`src/rtl/tape_pkg.sv`:
```
package tape_pkg;
    localparam int OP_W = 4;

    typedef enum logic [OP_W-1:0] {
        OP_NOP     = 4'd0,
        OP_SWAP    = 4'd1,
        OP_FWD     = 4'd2,
        OP_BWD     = 4'd3,
        OP_INC     = 4'd4,
        OP_DEC     = 4'd5,
        OP_OUT     = 4'd6,
        OP_IN      = 4'd7,
        OP_OPEN    = 4'd8,
        OP_CLOSE   = 4'd9,
        OP_RSVD    = 4'd10,
        OP_END     = 4'd11,
        OP_RESTART = 4'd12,
        OP_EOF     = 4'd13,
        OP_HALT    = 4'd14,
        OP_SPARE   = 4'd15
    } tape_op_e;

    typedef enum logic [1:0] {
        WM_COPY,
        WM_INC,
        WM_DEC
    } wr_mode_e;

    typedef enum logic [2:0] {
        S_FETCH,
        S_DECODE,
        S_WRITE,
        S_NEXT,
        S_SCAN,
        S_HALT,
        S_HOME
    } ctl_state_e;

    typedef enum logic [1:0] {
        SC_IDLE,
        SC_STEP,
        SC_LOOK
    } scan_state_e;
endpackage

```
`src/rtl/tape_bracket_scan.sv`:
```
module tape_bracket_scan
    import tape_pkg::*;
#(
    parameter int DEPTH_W = 8
) (
    input  logic            clk,
    input  logic            rst_n,
    input  logic            start,
    input  logic            back_in,
    input  logic [OP_W-1:0] code_op,
    output logic            step_fw,
    output logic            step_bk,
    output logic            done
);
    localparam logic [DEPTH_W-1:0] ONE = DEPTH_W'(1);

    scan_state_e        sc_q, sc_nx;
    logic [DEPTH_W-1:0] depth_q;
    logic               back_q;
    logic               is_same, is_opp;

    // "same" brackets deepen the nest, "opposite" ones close it
    assign is_same = (code_op == (back_q ? OP_CLOSE : OP_OPEN));
    assign is_opp  = (code_op == (back_q ? OP_OPEN : OP_CLOSE));
    assign done    = (sc_q == SC_LOOK) && is_opp && (depth_q == ONE);

    always_ff @(posedge clk) begin
        if (!rst_n) sc_q <= SC_IDLE;
        else        sc_q <= sc_nx;
    end

    always_ff @(posedge clk) begin
        if (!rst_n) begin
            depth_q <= '0;
            back_q  <= 1'b0;
        end else if (sc_q == SC_IDLE && start) begin
            depth_q <= ONE;
            back_q  <= back_in;
        end else if (sc_q == SC_LOOK) begin
            if (is_same)     depth_q <= depth_q + ONE;
            else if (is_opp) depth_q <= depth_q - ONE;
        end
    end

    always_comb begin
        sc_nx   = sc_q;
        step_fw = 1'b0;
        step_bk = 1'b0;
        unique case (sc_q)
            SC_IDLE: if (start) sc_nx = SC_STEP;
            SC_STEP: begin
                step_fw = !back_q;
                step_bk = back_q;
                sc_nx   = SC_LOOK;
            end
            SC_LOOK: sc_nx = done ? SC_IDLE : SC_STEP;
            default: sc_nx = SC_IDLE;
        endcase
    end

    // a search is never restarted while one is in progress
    p_start_idle_r8: assert property (@(posedge clk) disable iff (!rst_n)
        start |-> (sc_q == SC_IDLE));

    // while searching, the nest level is never empty
    p_depth_live_r9: assert property (@(posedge clk) disable iff (!rst_n)
        (sc_q != SC_IDLE) |-> (depth_q != '0));
endmodule

```
`src/rtl/tape_byte_unit.sv`:
```
module tape_byte_unit
    import tape_pkg::*;
#(
    parameter int BYTE_W = 8
) (
    input  logic              clk,
    input  logic              rst_n,
    input  logic              cap_en,
    input  logic              cap_from_io,
    input  logic [BYTE_W-1:0] dat_q,
    input  logic [BYTE_W-1:0] io_q,
    input  logic              wr_en,
    input  logic              wr_to_io,
    input  wr_mode_e          wr_mode,
    output logic              dat_wr,
    output logic              io_wr,
    output logic [BYTE_W-1:0] wr_byte
);
    logic [BYTE_W-1:0] hold_q;

    always_ff @(posedge clk) begin
        if (!rst_n)      hold_q <= '0;
        else if (cap_en) hold_q <= cap_from_io ? io_q : dat_q;
    end

    always_comb begin
        unique case (wr_mode)
            WM_INC:  wr_byte = hold_q + BYTE_W'(1);
            WM_DEC:  wr_byte = hold_q - BYTE_W'(1);
            default: wr_byte = hold_q;
        endcase
    end

    assign dat_wr = wr_en && !wr_to_io;
    assign io_wr  = wr_en && wr_to_io;

    // every write is preceded by a capture in the previous cycle
    p_write_after_read_r7: assert property (@(posedge clk) disable iff (!rst_n)
        wr_en |-> $past(cap_en));
endmodule

```
`src/rtl/tape_ctl_fsm.sv`:
```
module tape_ctl_fsm
    import tape_pkg::*;
(
    input  logic            clk,
    input  logic            rst_n,
    input  logic [OP_W-1:0] code_op,
    input  logic            dat_zero,
    input  logic            scan_done,
    output logic            code_fw,
    output logic            dat_fw,
    output logic            dat_bk,
    output logic            io_fw,
    output logic            io_bk,
    output logic            cap_en,
    output logic            cap_from_io,
    output logic            wr_en,
    output logic            wr_to_io,
    output wr_mode_e        wr_mode,
    output logic            scan_start,
    output logic            scan_back,
    output logic            home,
    output logic            halted,
    output logic            swap
);
    ctl_state_e state, state_nx;
    tape_op_e   ir;

    always_ff @(posedge clk) begin
        if (!rst_n) state <= S_FETCH;
        else        state <= state_nx;
    end

    always_ff @(posedge clk) begin
        if (!rst_n) begin
            ir   <= OP_NOP;
            swap <= 1'b0;
        end else begin
            if (state == S_FETCH) ir <= tape_op_e'(code_op);
            if (state == S_HOME) swap <= 1'b0;
            else if (state == S_DECODE && ir == OP_SWAP) swap <= !swap;
        end
    end

    always_comb begin
        state_nx = state;
        unique case (state)
            S_FETCH:  state_nx = S_DECODE;
            S_DECODE: begin
                case (ir)
                    OP_INC, OP_DEC, OP_OUT, OP_IN: state_nx = S_WRITE;
                    OP_OPEN:          state_nx = dat_zero ? S_SCAN : S_NEXT;
                    OP_CLOSE:         state_nx = dat_zero ? S_NEXT : S_SCAN;
                    OP_HALT, OP_END:  state_nx = S_HALT;
                    OP_RESTART:       state_nx = S_HOME;
                    default:          state_nx = S_NEXT;
                endcase
            end
            S_WRITE:  state_nx = S_NEXT;
            S_NEXT:   state_nx = S_FETCH;
            S_SCAN:   if (scan_done) state_nx = S_NEXT;
            S_HALT:   state_nx = S_HALT;
            S_HOME:   state_nx = S_FETCH;
            default:  state_nx = S_FETCH;
        endcase
    end

    always_comb begin
        code_fw     = 1'b0;
        dat_fw      = 1'b0;
        dat_bk      = 1'b0;
        io_fw       = 1'b0;
        io_bk       = 1'b0;
        cap_en      = 1'b0;
        cap_from_io = 1'b0;
        wr_en       = 1'b0;
        wr_to_io    = 1'b0;
        wr_mode     = WM_COPY;
        scan_start  = 1'b0;
        scan_back   = 1'b0;
        home        = 1'b0;
        halted      = 1'b0;
        unique case (state)
            S_DECODE: begin
                case (ir)
                    OP_FWD: begin
                        dat_fw = !swap;
                        io_fw  = swap;
                    end
                    OP_BWD: begin
                        dat_bk = !swap;
                        io_bk  = swap;
                    end
                    OP_INC, OP_DEC, OP_OUT: cap_en = 1'b1;
                    OP_IN: begin
                        cap_en      = 1'b1;
                        cap_from_io = 1'b1;
                    end
                    OP_OPEN:  scan_start = dat_zero;
                    OP_CLOSE: begin
                        scan_start = !dat_zero;
                        scan_back  = 1'b1;
                    end
                    default: ;
                endcase
            end
            S_WRITE: begin
                wr_en = 1'b1;
                case (ir)
                    OP_INC:  wr_mode  = WM_INC;
                    OP_DEC:  wr_mode  = WM_DEC;
                    OP_OUT:  wr_to_io = 1'b1;
                    default: ;
                endcase
            end
            S_NEXT:  code_fw = 1'b1;
            S_HALT:  halted  = 1'b1;
            S_HOME:  home    = 1'b1;
            default: ;
        endcase
    end

    // the flag only changes by a swap opcode or by a restart
    p_swap_cause_r2: assert property (@(posedge clk) disable iff (!rst_n)
        !$stable(swap) |-> (($past(state) == S_DECODE && $past(ir) == OP_SWAP)
                            || $past(state) == S_HOME));

    // after the rewind pulse the flag is clear and fetching resumes
    p_home_clear_r11: assert property (@(posedge clk) disable iff (!rst_n)
        home |=> (!swap && !home && state == S_FETCH));
endmodule

```
`src/rtl/seqtape_ctrl.sv`:
```
module seqtape_ctrl
    import tape_pkg::*;
#(
    parameter int BYTE_W  = 8,
    parameter int DEPTH_W = 8
) (
    input  logic              clk,
    input  logic              rst_n,
    input  logic [OP_W-1:0]   code_op,
    output logic              code_fw,
    output logic              code_bk,
    input  logic [BYTE_W-1:0] dat_q,
    output logic              dat_fw,
    output logic              dat_bk,
    output logic              dat_wr,
    output logic [BYTE_W-1:0] dat_d,
    input  logic [BYTE_W-1:0] io_q,
    output logic              io_fw,
    output logic              io_bk,
    output logic              io_wr,
    output logic [BYTE_W-1:0] io_d,
    output logic              home,
    output logic              swap,
    output logic              halted
);
    logic     ctl_code_fw, sc_fw, sc_bk, scan_done, scan_start, scan_back;
    logic     cap_en, cap_from_io, wr_en, wr_to_io, dat_zero;
    logic     [BYTE_W-1:0] wr_byte;
    wr_mode_e wr_mode;

    assign dat_zero = (dat_q == '0);

    tape_ctl_fsm u_fsm (
        .clk         (clk),
        .rst_n       (rst_n),
        .code_op     (code_op),
        .dat_zero    (dat_zero),
        .scan_done   (scan_done),
        .code_fw     (ctl_code_fw),
        .dat_fw      (dat_fw),
        .dat_bk      (dat_bk),
        .io_fw       (io_fw),
        .io_bk       (io_bk),
        .cap_en      (cap_en),
        .cap_from_io (cap_from_io),
        .wr_en       (wr_en),
        .wr_to_io    (wr_to_io),
        .wr_mode     (wr_mode),
        .scan_start  (scan_start),
        .scan_back   (scan_back),
        .home        (home),
        .halted      (halted),
        .swap        (swap)
    );

    tape_bracket_scan #(.DEPTH_W(DEPTH_W)) u_scan (
        .clk     (clk),
        .rst_n   (rst_n),
        .start   (scan_start),
        .back_in (scan_back),
        .code_op (code_op),
        .step_fw (sc_fw),
        .step_bk (sc_bk),
        .done    (scan_done)
    );

    tape_byte_unit #(.BYTE_W(BYTE_W)) u_byte (
        .clk         (clk),
        .rst_n       (rst_n),
        .cap_en      (cap_en),
        .cap_from_io (cap_from_io),
        .dat_q       (dat_q),
        .io_q        (io_q),
        .wr_en       (wr_en),
        .wr_to_io    (wr_to_io),
        .wr_mode     (wr_mode),
        .dat_wr      (dat_wr),
        .io_wr       (io_wr),
        .wr_byte     (wr_byte)
    );

    assign code_fw = ctl_code_fw || sc_fw;
    assign code_bk = sc_bk;
    assign dat_d   = wr_byte;
    assign io_d    = wr_byte;

    // one strobe class at a time across all three tapes
    p_one_strobe_r6: assert property (@(posedge clk) disable iff (!rst_n)
        $onehot0({code_fw || dat_fw || io_fw, code_bk || dat_bk || io_bk,
                  cap_en, dat_wr || io_wr}));

    // moves go only to the tape the swap flag selects
    p_move_route_r3: assert property (@(posedge clk) disable iff (!rst_n)
        ((dat_fw || dat_bk) |-> !swap) and ((io_fw || io_bk) |-> swap));

    // a stopped machine stays stopped and silent
    p_halt_quiet_r10: assert property (@(posedge clk) disable iff (!rst_n)
        halted |-> (!code_fw && !code_bk && !dat_fw && !dat_bk && !dat_wr
                    && !io_fw && !io_bk && !io_wr && !home));
    p_halt_hold_r10: assert property (@(posedge clk) disable iff (!rst_n)
        halted |=> halted);
endmodule

```
`config.mk`:
```
export PLATFORM = sky130hd
export DESIGN_NAME = seqtape_ctrl
export DESIGN_NICKNAME = d
export VERILOG_FILES = /design/src/rtl/tape_pkg.sv /design/src/rtl/tape_bracket_scan.sv /design/src/rtl/tape_byte_unit.sv /design/src/rtl/tape_ctl_fsm.sv /design/src/rtl/seqtape_ctrl.sv
export SDC_FILE = /design/constraint.sdc
export NUM_CORES = 1
export LEC_CHECK = 0
export ABC_AREA = 1
export CORE_ASPECT_RATIO = 0.8
export CORE_MARGIN = 3
export CORE_UTILIZATION = 25
export DETAILED_ROUTE_END_ITERATION = 10
export GPL_TIMING_DRIVEN = 0
export PLACE_DENSITY_LB_ADDON = 0.3
export SYNTH_ARGS = -nofsm -noshare
export SYNTH_HDL_FRONTEND = slang
export SYNTH_SLANG_ARGS = --single-unit
```
`constraint.sdc`:
```
create_clock -name clk -period 3.6 [get_ports clk]
set_input_delay 0.72 -clock clk [delete_from_list [all_inputs] [get_ports clk]]
set_output_delay 0.72 -clock clk [all_outputs]
set_load 0.01 [all_outputs]
```
==> results.py <==
metrics = {
    "outcome": {
        "status": "finished, final reports clean",
    },
    "grt": {
        "grt_max_degree": 17,
        "gr-total-overflow": 0,
        "track_usage": 0.128,
        "grt_antenna_before_repair": 0,
        "grt_pass1_wl_um": 10900,
        "grt_pass1_vias": 2311,
    },
    "final_layout": {
        "nets": 463,
        "layout_commonest_cell": "nand2_1",
        "n_fill_cell": 957,
        "seqCellArea_um2": 548,
        "multiInputGateArea_um2": 1500,
        "drive_above_1_share": 0.184,
        "mostFrequentLayoutCells": "123 x nand2_1, 36 x inv_1, 36 x clkdlybuf4s50_1, 33 x nor2_1, 23 x dfxtp_1",
        "area_growth_pct": 36.9,
        "final_cell_count_no_fill": 546,
        "num_antenna_cells": 0,
        "postLayoutCoreUtil": 0.358,
    },
    "sta": {
        "tns_ns": 0,
        "fmax_mhz": 291,
        "hold_viol": 0,
        "worst_pin_slew_ns": 0.419,
        "maxSlewViolCount": 0,
        "setup_viol": 0,
        "rsz0062_at_grt": "no",
        "period_share": 0.955,
        "slew_headroom": 0.720,
        "layout_min_cycle_time_ns": 3.44,
        "finClkSkew_ns": 0.0101,
    },
    "synthesis": {
        "syn_nets": 402,
        "yosysUniqueCellTypes": 35,
        "synth_ff_type": "dfxtp_1",
        "synth-seq-area-share": 0.239,
        "synth_area_um2": 2260,
        "netlist_instances": 374,
        "syn_area_per_cell_um2": 6.04,
        "ys_ff_latch": 27,
        "yosysWarnings": 0,
        "async_reset_ff_frac": 0,
        "synth_edf_count": 0,
    },
    "floorplan": {
        "dieArea_um2": 10200,
        "io_pins": 49,
        "core_area_um2": 8630,
        "fp.dieH_um": 91.0,
        "die_w_um": 112,
        "start_util": 0.261,
        "rows": 30,
    },
    "flow_run": {
        "cap_violations": 0,
    },
    "power_and_ir_drop": {
        "vdd_drop_max_v": 0.000219,
        "power.density_nw_per_um2": 472,
        "p_leak_nw": 1.45,
    },
    "setup_path": {
        "r2r-end": "u_fsm.state[1]",
        "endpoint": "io_d[2]",
        "regToRegSetupSlack_ns": 2.10,
        "criticalPathCategory": "register to output port",
        "rr_startpoint": "u_fsm.ir[1]",
        "worstRegToRegCells": 7,
        "start_kind": "register",
        "cp.arrival_ns": 2.72,
        "end_kind": "output port",
        "startpoint": "u_fsm.ir[2]",
        "cp.required_ns": 2.88,
        "cp_max_fo": 7,
    },
    "clock_tree": {
        "clockBufferDepth": 2,
        "numCtsBuffers": 3,
        "cts_sinks": 27,
        "path_clk_slew_ns": 0.08,
        "clk_latency_ns": 0.27,
        "htreeDepth": 1,
        "cts_tree": "built",
        "root_buffer": "clkbuf_16",
        "hold_buffers": 0,
    },
    "hold_path": {
        "worst_hold_path_type": "register to register",
    },
    "placement": {
        "portBuffers": 48,
        "place.gp.congestion": 0.876,
        "dp_hpwl_um": 5050,
        "dp.cells": 534,
    },
    "drt": {
        "via_count": 2532,
        "drt-initial-drc-count": 141,
        "firstDrtPassIters": 5,
        "wl_per_cell_um": 11.9,
        "ant_nets": 0,
        "drc_errors": 0,
        "drt-total-wl_um": 6500,
        "avgViaCountPerCell": 4.64,
    },
}
-- logic make-up after synthesis --
kind of cell	synth area share
AO/OA/AOI/OAI	0.130
XOR/XNOR	0.0272
adder cells (fa/ha/maj)	0.0333
buffers and inverters	0.126
flip-flops	0.239
AND/OR/NAND/NOR	0.445
-- layer usage --
layer,track usage,up-vias,part of all wire
met3,0.0227,6,0.048
met4,0.0260,0,0.010
met1,0.181,1147,0.49
met2,0.203,68,0.45
met5,0,-,0
li1,-,1311,-
-- worst max-delay path, stage by stage (launching register included) --
cell and delay, ns:
dfxtp_4 0.35, inv_2 0.05, nor2_4 0.15, inv_4 0.07, nor4_4 0.28, ha_4 0.20
buf_6 0.12, nand2_1 0.06, inv_2 0.06, nor2_2 0.04, ha_2 0.17, a21oi_2 0.15
inv_2 0.07, a21oi_1 0.11, o21ai_0 0.09, o21ai_1 0.11, buf_4 0.13, clkdlybuf4s15_1 0.22
-- cell usage after synthesis, types with 3 or more instances --
library cell / n / area, um2
o21ai_1: 3 / 15.0
nor3_1: 5 / 25.0
buf_4: 8 / 60.1
nand3_1: 23 / 115
nand2_1: 125 / 469
nor2_1: 35 / 131
nor4_1: 3 / 18.8
dfxtp_1: 27 / 541
xor2_1: 5 / 43.8
nand2_2: 4 / 25.0
inv_2: 8 / 30.0
nand4_1: 4 / 25.0
ha_1: 6 / 75.1
nor2_2: 5 / 31.3
inv_1: 42 / 158
a21oi_1: 19 / 95.1
o21ai_0: 17 / 85.1
nor2_4: 4 / 45.0
a31oi_1: 9 / 56.3
-- through the flow --
stage | total power (W) | cell area (um2) | hold slack (ns) | setup WS (ns)
after global routing | 0.00158 | 3090 | 0.518 | 0.00611
final | 0.00146 | 3090 | 0.481 | 0.163
after floorplan | 0.000872 | 2260 | 0.445 | 0.446
after detailed placement | 0.00112 | 2880 | 0.476 | -0.229
after CTS | 0.00142 | 3020 | 0.485 | 0.0106
after global placement | 0.00111 | 2880 | 0.465 | -0.205
-- where the power goes --
group	total [W]	internal [W]	leakage (nW)	switching (W)
combinational	0.000755	0.000316	1.19	0.000438
sequential	0.000436	0.000363	0.221	0.0000736
clock	0.000266	0.000151	0.0371	0.000114
-- how the worst min path moves through the flow --
| stage | from | endpoint | slack, ns | cells past startpoint |
|---|---|---|---|---|
| 3_5_place_dp | u_scan.depth_q[7] | u_scan.depth_q[7] | 0.48 | 2 |
| 3_3_place_gp | u_scan.depth_q[7] | u_scan.depth_q[7] | 0.46 | 2 |
| 6_report | u_scan.depth_q[7] | u_scan.depth_q[7] | 0.48 | 2 |
| 4_1_cts | u_scan.depth_q[7] | u_scan.depth_q[7] | 0.49 | 2 |
| 2_1_floorplan | u_scan.depth_q[7] | u_scan.depth_q[7] | 0.44 | 2 |
| 5_1_grt | u_scan.depth_q[4] | u_scan.depth_q[4] | 0.52 | 2 |
-- area by class of cell --
| class | instances | area share |
|---|---|---|
| multi-input combinational | 284 | 0.485 |
| clock buffer | 3 | 0.0243 |
| tap | 112 | 0.0454 |
| sequential | 27 | 0.177 |
| buffer | 12 | 0.0308 |
| timing repair buffer | 57 | 0.173 |
| clock inverter | 1 | 0.00243 |
| inverter | 50 | 0.0616 |
-- repair_timing --
action / in CTS / in global routing
buffers inserted: 5 / 4
pin swaps: 4 / 6
setup endpoints to repair: 14 / 13
gates resized for setup: 30 / 18
hold endpoints to repair: 0 / 0
-- state kept, by name, indices dropped and copies added, names as in the netlist --
| register | flops |
|---|---|
| u_fsm.swap | 1 |
| u_scan.sc_q | 2 |
| u_scan.back_q | 1 |
| u_fsm.state | 3 |
| u_fsm.ir | 4 |
| u_byte.hold_q | 8 |
| u_scan.depth_q | 8 |
(Power assumes the default switching activity.)
